## src/rtl/scl_gen_pkg.sv

```systemverilog
package scl_gen_pkg;
    typedef enum logic [1:0] {
        ST_IDLE = 2'd0,
        ST_HIGH = 2'd1,
        ST_LOW  = 2'd2
    } scl_state_t;

    localparam int ADR_ENABLE = 0;
    localparam int ADR_CTRL   = 1;
    localparam int ADR_STD_HI = 2;
    localparam int ADR_STD_LO = 3;
    localparam int ADR_FST_HI = 4;
    localparam int ADR_FST_LO = 5;

    localparam logic [1:0] SPEED_FAST = 2'b10;
endpackage

```

## src/rtl/scl_cfg_regs.sv

```systemverilog
module scl_cfg_regs
    import scl_gen_pkg::*;
#(
    parameter int CNT_W  = 16,
    parameter int ADDR_W = 3
) (
    input  logic              clk,
    input  logic              rst_n,
    input  logic              wr_en,
    input  logic [ADDR_W-1:0] wr_addr,
    input  logic [CNT_W-1:0]  wr_data,
    output logic              run_en,
    output logic [CNT_W-1:0]  hi_len,
    output logic [CNT_W-1:0]  lo_len
);
    localparam logic [CNT_W-1:0] ONE = CNT_W'(1);

    logic [CNT_W-1:0] std_hi_q, std_lo_q, fst_hi_q, fst_lo_q;
    logic [1:0]       speed_q;
    logic [CNT_W-1:0] hi_raw, lo_raw;

    always_ff @(posedge clk or negedge rst_n) begin
        if (!rst_n) begin
            run_en   <= 1'b0;
            speed_q  <= 2'b00;
            std_hi_q <= '0;
            std_lo_q <= '0;
            fst_hi_q <= '0;
            fst_lo_q <= '0;
        end else if (wr_en) begin
            if (wr_addr == ADDR_W'(ADR_ENABLE)) begin
                run_en <= wr_data[0];
            end else if (!run_en) begin
                unique case (wr_addr)
                    ADDR_W'(ADR_CTRL):   speed_q  <= wr_data[2:1];
                    ADDR_W'(ADR_STD_HI): std_hi_q <= wr_data;
                    ADDR_W'(ADR_STD_LO): std_lo_q <= wr_data;
                    ADDR_W'(ADR_FST_HI): fst_hi_q <= wr_data;
                    ADDR_W'(ADR_FST_LO): fst_lo_q <= wr_data;
                    default: ;
                endcase
            end
        end
    end

    always_comb begin
        if (speed_q == SPEED_FAST) begin
            hi_raw = fst_hi_q;
            lo_raw = fst_lo_q;
        end else begin
            hi_raw = std_hi_q;
            lo_raw = std_lo_q;
        end
        hi_len = (hi_raw == '0) ? ONE : hi_raw;
        lo_len = (lo_raw == '0) ? ONE : lo_raw;
    end

    // configuration frozen while running
    p_cfg_locked_r9: assert property (@(posedge clk) disable iff (!rst_n)
        (run_en && wr_en && wr_addr != ADDR_W'(ADR_ENABLE)) |=>
            ($stable(std_hi_q) && $stable(std_lo_q) && $stable(fst_hi_q)
             && $stable(fst_lo_q) && $stable(speed_q)));
endmodule

```

## src/rtl/scl_phase_fsm.sv

```systemverilog
module scl_phase_fsm
    import scl_gen_pkg::*;
#(
    parameter int CNT_W = 16
) (
    input  logic             clk,
    input  logic             rst_n,
    input  logic             run_en,
    input  logic [CNT_W-1:0] hi_len,
    input  logic [CNT_W-1:0] lo_len,
    output logic             scl_drive_low,
    output logic             fall_stb,
    output logic             rise_stb
);
    localparam logic [CNT_W-1:0] ONE = CNT_W'(1);

    scl_state_t       state_q, state_d;
    logic [CNT_W-1:0] cnt_q, cnt_d;
    logic             cnt_done;

    assign cnt_done = (cnt_q == '0);

    always_comb begin
        state_d = state_q;
        cnt_d   = cnt_q;
        if (!run_en) begin
            state_d = ST_IDLE;
            cnt_d   = '0;
        end else begin
            unique case (state_q)
                ST_IDLE: begin
                    state_d = ST_HIGH;
                    cnt_d   = hi_len - ONE;
                end
                ST_HIGH: begin
                    if (cnt_done) begin
                        state_d = ST_LOW;
                        cnt_d   = lo_len - ONE;
                    end else begin
                        cnt_d = cnt_q - ONE;
                    end
                end
                ST_LOW: begin
                    if (cnt_done) begin
                        state_d = ST_HIGH;
                        cnt_d   = hi_len - ONE;
                    end else begin
                        cnt_d = cnt_q - ONE;
                    end
                end
                default: begin
                    state_d = ST_IDLE;
                    cnt_d   = '0;
                end
            endcase
        end
    end

    always_ff @(posedge clk or negedge rst_n) begin
        if (!rst_n) begin
            state_q <= ST_IDLE;
            cnt_q   <= '0;
        end else begin
            state_q <= state_d;
            cnt_q   <= cnt_d;
        end
    end

    always_ff @(posedge clk or negedge rst_n) begin
        if (!rst_n) begin
            fall_stb <= 1'b0;
            rise_stb <= 1'b0;
        end else begin
            fall_stb <= (state_q == ST_HIGH) && (state_d == ST_LOW);
            rise_stb <= (state_q == ST_LOW) && (state_d == ST_HIGH);
        end
    end

    assign scl_drive_low = (state_q == ST_LOW);

    // a cleared enable releases the line on the next edge
    p_idle_release_r10: assert property (@(posedge clk) disable iff (!rst_n)
        !run_en |=> (!scl_drive_low && !fall_stb && !rise_stb));
    // falling strobe only while low, never twice in a row
    p_fall_in_low_r7: assert property (@(posedge clk) disable iff (!rst_n)
        fall_stb |-> scl_drive_low);
    p_fall_single_r7: assert property (@(posedge clk) disable iff (!rst_n)
        fall_stb |=> !fall_stb);
    // rising strobe only while released
    p_rise_in_high_r8: assert property (@(posedge clk) disable iff (!rst_n)
        rise_stb |-> !scl_drive_low);
    p_rise_single_r8: assert property (@(posedge clk) disable iff (!rst_n)
        rise_stb |=> !rise_stb);
    // the line changes level only when a strobe would mark it
    p_fall_marks_edge_r7: assert property (@(posedge clk) disable iff (!rst_n)
        (run_en && $rose(scl_drive_low)) |-> fall_stb);
endmodule

```

## src/rtl/scl_period_gen.sv

```systemverilog
module scl_period_gen
    import scl_gen_pkg::*;
#(
    parameter int CNT_W  = 16,
    parameter int ADDR_W = 3
) (
    input  logic              clk,
    input  logic              rst_n,
    input  logic              wr_en,
    input  logic [ADDR_W-1:0] wr_addr,
    input  logic [CNT_W-1:0]  wr_data,
    output logic              scl_drive_low,
    output logic              fall_stb,
    output logic              rise_stb
);
    logic             run_en;
    logic [CNT_W-1:0] hi_len, lo_len;

    scl_cfg_regs #(.CNT_W(CNT_W), .ADDR_W(ADDR_W)) regs_i (
        .clk     (clk),
        .rst_n   (rst_n),
        .wr_en   (wr_en),
        .wr_addr (wr_addr),
        .wr_data (wr_data),
        .run_en  (run_en),
        .hi_len  (hi_len),
        .lo_len  (lo_len)
    );

    scl_phase_fsm #(.CNT_W(CNT_W)) fsm_i (
        .clk           (clk),
        .rst_n         (rst_n),
        .run_en        (run_en),
        .hi_len        (hi_len),
        .lo_len        (lo_len),
        .scl_drive_low (scl_drive_low),
        .fall_stb      (fall_stb),
        .rise_stb      (rise_stb)
    );

    // outputs quiet during reset
    p_reset_quiet_r1: assert property (@(posedge clk)
        !rst_n |-> (!scl_drive_low && !fall_stb && !rise_stb));
endmodule

```

## config.mk

```make
export PLATFORM = sky130hd
export DESIGN_NAME = scl_period_gen
export DESIGN_NICKNAME = d
export VERILOG_FILES = /design/src/rtl/scl_gen_pkg.sv /design/src/rtl/scl_cfg_regs.sv /design/src/rtl/scl_phase_fsm.sv /design/src/rtl/scl_period_gen.sv
export SDC_FILE = /design/constraint.sdc
export NUM_CORES = 1
export LEC_CHECK = 0
export BUFFER_PORTS_ARGS = -buffer_cell sky130_fd_sc_hd__buf_2
export CAP_MARGIN = 20
export CORE_MARGIN = 3
export CORE_UTILIZATION = 40
export DETAILED_ROUTE_END_ITERATION = 10
export MAX_ROUTING_LAYER = met4
export PLACE_DENSITY = 0.56
export SETUP_SLACK_MARGIN = 0.5
export SLEW_MARGIN = 20
export SYNTH_ARGS = -nofsm -noshare
export SYNTH_HDL_FRONTEND = slang
export SYNTH_SLANG_ARGS = --single-unit
```

## constraint.sdc

```tcl
create_clock -name clk -period 6.9 [get_ports clk]
set_input_delay 1.035 -clock clk [delete_from_list [all_inputs] [get_ports clk]]
set_output_delay 1.035 -clock clk [all_outputs]
set_load 0.02 [all_outputs]
```

### After elaboration in Yosys (flattened, before gate mapping)

Cells that the tools add are included.

* multiplexer cells: 12
* $add $sub $neg: 3
* bitwise logic cells: 2
* equal/unequal tests: 10
* reduce and logical (&&, ||, !) cells: 13

Operators with widths (number)
* $mux W16: 7
* $logic_not A16 Y1: 3
* $pmux W16 S3: 1
* $sub A16 B1 Y16 const B: 3
* $reduce_and A4 Y1: 5
* $eq A2 B2 Y1 const B: 3
* $eq A3 B2 Y1 const B: 2
* $eq A3 B3 Y1 const B: 2
* $mux W2: 3
* $pmux W2 S3: 1
* $eq A2 B1 Y1 const B: 2
* $eq A3 B1 Y1 const B: 1
* $logic_not A3 Y1: 1
* $logic_and A1 B1 Y1: 2
* $logic_not A2 Y1: 1
* $not A1 Y1: 2
* $reduce_and A2 Y1: 1

* input port bits: 22
* register bits after elaboration: 87
* output and inout bits: 3
* logic and storage cells: 50

### Depth between registers and ports, before layout

* depth in word-level cells: 8
* gate-level depth with buffers: 15
* mapped depth without buffers: 12

### Cells and area by module

Synthesis repeated with hierarchy kept, for this count alone.

* cells, all modules: 480
* area, all modules: 5233.8 um^2

Modules (own cells, without submodules)
* scl_cfg_regs: area each 3143.0 um^2, cells each 207, times used 1, sequential area each 1676.6 um^2
* scl_phase_fsm: area each 2090.8 um^2, cells each 273, times used 1, sequential area each 500.5 um^2

### Worst setup path after synthesis

No wires, ideal clock.

* kind: register to register
* start point: register regs_i.speed_q[0]
* end point: register fsm_i.cnt_q[10]
* path slack: 3.567 ns
* path buffers: 2
* cell stages (with the launch flop): 15
* arrival: 3.197 ns
* library setup time: 0.136 ns
* period minus slack after synthesis: 3.333 ns
* data required time: 6.764 ns
* cell sequence: dfrtp_1 -> nand2b_4 -> buf_6 -> mux2i_1 -> nor2_1 -> nand3b_1 -> and3_1 -> ha_1 -> clkbuf_1 -> nand3_1 -> a2111oi_0 -> xor2_1 -> a22o_1 -> a211oi_1 -> o32ai_1

* cells in the longest elaborated chain, start to end: 8
* elaborated cells between the ends (all ways): 13
* classes of those cells: add/sub: 2; eq/ne: 1; mux: 8; reduce/logical: 2

Ends and longest elaborated chain
* start: declaration: RTL line scl_cfg_regs.sv:19 `logic [1:0] speed_q;`
* start signal: assignment: RTL line scl_cfg_regs.sv:35 `ADDR_W'(ADR_CTRL): speed_q <= wr_data[2:1];`
* $eq A2 B2 Y1 *: RTL line scl_cfg_regs.sv:47 `if (speed_q == SPEED_FAST) begin`
* $mux W16: RTL line scl_cfg_regs.sv:47
* $logic_not A16 Y1, on equally long branches: RTL line scl_cfg_regs.sv:54, scl_cfg_regs.sv:55
* $mux W16, on equally long branches: RTL line scl_cfg_regs.sv:54, scl_cfg_regs.sv:55
* $sub A16 B1 Y16, on equally long branches: RTL line scl_phase_fsm.sv:33, scl_phase_fsm.sv:46, scl_phase_fsm.sv:38
* $mux W16, on equally long branches: RTL line scl_phase_fsm.sv:44, scl_phase_fsm.sv:36
* $pmux W16 S3 *: RTL line scl_phase_fsm.sv:30 `unique case (state_q)`
* $mux W16 *: RTL line scl_phase_fsm.sv:26 `if (!run_en) begin`
* via fsm_i.cnt_d[10]: RTL line scl_phase_fsm.sv:18 `logic [CNT_W-1:0] cnt_q, cnt_d;`
* end signal: assignment: RTL line scl_phase_fsm.sv:65 `cnt_q <= cnt_d;`
* end: declaration: RTL line scl_phase_fsm.sv:18

The timed path passes the listed nets; every way through them passes the cells marked *.
A chain may end at the register's enable or synchronous reset.

### Worst setup path in the final report

Same ends and word-level chain as after synthesis.

==> reports/summary.txt <==
number of flops mapped to enable cells by yosys: 0
CP endpoint kind: flop
nets: 574
Setup WS pre-CTS: 2988 ps
fill count: 1182
Tot GR Track Use: 0.2047
DRT Pass-1 Iters: 5
# Max-Cap Violations: 0
Worst path max stage delay: 570 ps
Hold WC Path Type: flop to flop
clk_lat worst skew: 350 ps
crit share post-route: 0.5715
skew final: 5.331 ps
RSZ-0062 raised after global routing: no
cell count of the worst reg-to-reg path: 12
pins over their slew limit: 0
Final Cell Area: 0.005948 mm2
Hold-fix buffers, CTS: 0
post_cts resized: 0
crit path max fanout: 30
asr flop ratio synth: 1.000
setup TNS: 0 ps
CP max-delay cell: mux2i_1
maximum VDD drop: 0.1647 mV
PD cells: 396.5 mW/mm2
ranking of synthesized cells by area: dfrtp_1 (41%), mux2_2 (15%), mux2i_1 (6.0%)
Synth top area share: 0.4111
Avg Cell Area, Syn: 9.974 um2
final cell count without fillers: 726
Via-to-Cell Ratio: 5.745
Clock Root Buffer: clkbuf_16
vias in the first global route: 4138
RR Startpoint: regs_i.speed_q[0]$_DFFE_PN0P_
Synth Register Bits: 87
HPWL Detailed: 10040 um
CTS buffer count: 9
crit path kind: flop to flop
area leader, netlist: dfrtp_1
dpl cell area: 0.005613 mm2
Hold Path Stages: 1
Mapped Area: 0.005296 mm2
first-pass GRT wire length: 22750 um
num rows: 41
pin count of the biggest net entering global routing: 56
area of the core: 0.01277 mm2
gr ovfl total: 0
Slew headroom: 0.4429
Synth Instances: 531
DP Cell Count: 709
DR iter-0 viols: 318
Tmin final: 3943 ps
hold violation count in the final report: 0
Max clock buf depth: 2
final setup fails: 0
worst path cell trace: nand2b_4, mux2i_1, nor2_1, nand3b_1, and3_1, ha_1, nand3_1, a2111oi_0, xor2_1, a22o_1, a211oi_1, o32ai_1
synth unique cells: 60
die width: 121.1 um
initial antenna violation count: 0
Die Y: 121.1 um
R2R Path End: fsm_i.cnt_q[10]$_DFF_PN0_
clock sink count: 87
DR DRC count: 0
Routed Wire Length: 13550 um
global placement routability congestion: 0.9228
DR vias: 4171
Hold Startpoint: regs_i.std_lo_q[10]$_DFFE_PN0P_
Worst-Margin Slew: 829.3 ps
Yosys warning count: 0
buffer count from post-CTS setup fixing: 0
CTS H-tree depth: 3
fin util: 0.4657
Main synth FF type: dfrtp_1
Worst Hold Path EP: regs_i.std_lo_q[10]$_DFFE_PN0P_
Worst Path Arrival: 4140 ps
initial core utilization: 0.4146
die area: 0.01466 mm2
Final Power: 2.359 mW
Leakage: 2.532 nW
CTS tree: built
remaining antenna violation count: 0
Port Buf Inserts: 24
Critical Path RT: 7100 ps
Setup WS post-layout: 2957 ps
crit path launch type: flop
IO Pins: 25
Hold WS: 529.9 ps
status: completed
routed wire length per instance: 18.66 um
layout cells sized above 1: 0.2347
sequential share of the synthesized area: 0.4111
post-synth net total: 556
clock-pin slew on the worst setup and hold paths: 60 ps
Synth-to-Final Area Change: 12.31%
FF-to-FF setup slack: 2960 ps
n_diodes: 0
fmax: 253.6 MHz
[layout make-up]
type / count / area [um2] / area share
repair buffers: 31 / 182.7 / 0.03071
clock buffers: 12 / 246.5 / 0.04144
clock inverters: 4 / 77.57 / 0.01304
multi-input cells: 413 / 3023 / 0.5082
well taps: 172 / 215.2 / 0.03618
flip-flops and latches: 87 / 2177 / 0.3660
inverters: 7 / 26.28 / 0.004417
[metal layers]
metal  vias to the layer above  share of wire  global-route usage
met1                      2097           0.49              0.2914
met2                        94           0.45              0.2925
met4                         0          0.020             0.07649
li1                       1961              -                   -
met3                        19          0.040             0.03590
met5                         -              0                   -
[Yosys cell counts, types with 3 or more instances]
| cell type | count |
|---|---|
| buf_1 | 5 |
| nor2b_1 | 8 |
| inv_1 | 7 |
| nand3_1 | 12 |
| a21oi_1 | 22 |
| mux2i_1 | 32 |
| or3_1 | 4 |
| clkbuf_1 | 12 |
| xor2_1 | 14 |
| a31oi_1 | 4 |
| nor4_1 | 4 |
| buf_2 | 4 |
| nor3_1 | 14 |
| o31ai_1 | 3 |
| o21ai_0 | 10 |
| o211ai_1 | 3 |
| dfrtp_1 | 87 |
| ha_1 | 3 |
| and3_1 | 3 |
| nor4b_1 | 3 |
| o21ai_1 | 3 |
| nor2_1 | 62 |
| nand4_1 | 4 |
| nand3b_1 | 5 |
| a31o_2 | 3 |
| o22ai_1 | 3 |
| nand2b_1 | 3 |
| o21a_1 | 7 |
| xnor2_1 | 17 |
| mux2_2 | 69 |
| a211oi_1 | 6 |
| nand2_1 | 54 |
[state kept, by name (all words and copies together), names as in the netlist]
signal	cells
regs_i.fst_hi_q	16
regs_i.fst_lo_q	16
fsm_i.rise_stb	1
fsm_i.cnt_q	16
regs_i.std_lo_q	16
regs_i.std_hi_q	16
regs_i.speed_q	2
fsm_i.state_q	2
fsm_i.fall_stb	1
regs_i.run_en	1
[cells in the final DEF, fill, tap and decap left out, types with 4 or more instances in the layout]
cell type	count
dfrtp_1	87
mux2_2	69
nor2_1	62
nand2_1	54
mux2i_1	32
buf_2	23
a21oi_1	22
xnor2_1	17
nor3_1	14
xor2_1	14
nand3_1	12
o21ai_0	10
clkbuf_16	9
inv_1	7
nor2b_1	7
o21a_1	7
a211oi_1	6
buf_4	6
nand3b_1	5
nand4_1	4
or3_1	4
a31oi_1	4
[worst max-delay path, delay by kind of cell, from the launching register on]
| family | cells | cell delay [ps] |
|---|---|---|
| simple gates | 5 | 1200 |
| compound gates | 4 | 1140 |
| mux | 1 | 570 |
| flops | 1 | 420 |
| fa+ha+maj | 1 | 310 |
| xor+xnor | 1 | 130 |
[cell families after synthesis]
kind of cell	share of synthesized area
buffers and inverters	0.02646
multiplexers	0.2098
flip-flops	0.4111
XOR/XNOR	0.05126
AND/OR/NAND/NOR	0.1795
adder cells (fa/ha/maj)	0.007088
AO/OA/AOI/OAI	0.1148
[worst max-delay path by stage]
stage	start	end	slack, ps	depth (start not counted)
after floorplan	regs_i.speed_q[0]$_DFFE_PN0P_	fsm_i.cnt_q[10]$_DFF_PN0_	3570	14
after global placement	regs_i.speed_q[0]$_DFFE_PN0P_	fsm_i.cnt_q[10]$_DFF_PN0_	3130	12
after detailed placement	regs_i.speed_q[0]$_DFFE_PN0P_	fsm_i.cnt_q[10]$_DFF_PN0_	2990	12
after CTS	regs_i.speed_q[0]$_DFFE_PN0P_	fsm_i.cnt_q[10]$_DFF_PN0_	2960	12
after global routing	regs_i.speed_q[0]$_DFFE_PN0P_	fsm_i.cnt_q[10]$_DFF_PN0_	2580	12
final	regs_i.speed_q[0]$_DFFE_PN0P_	fsm_i.cnt_q[10]$_DFF_PN0_	2960	12
[where the power goes]
part           switching [mW]  internal, mW  total, mW
Clock                   0.201         0.329      0.530
Sequential              0.176         0.660      0.836
Combinational           0.568         0.424      0.992
Total                   0.946          1.41       2.36
Power figures use the tool's default switching activity.
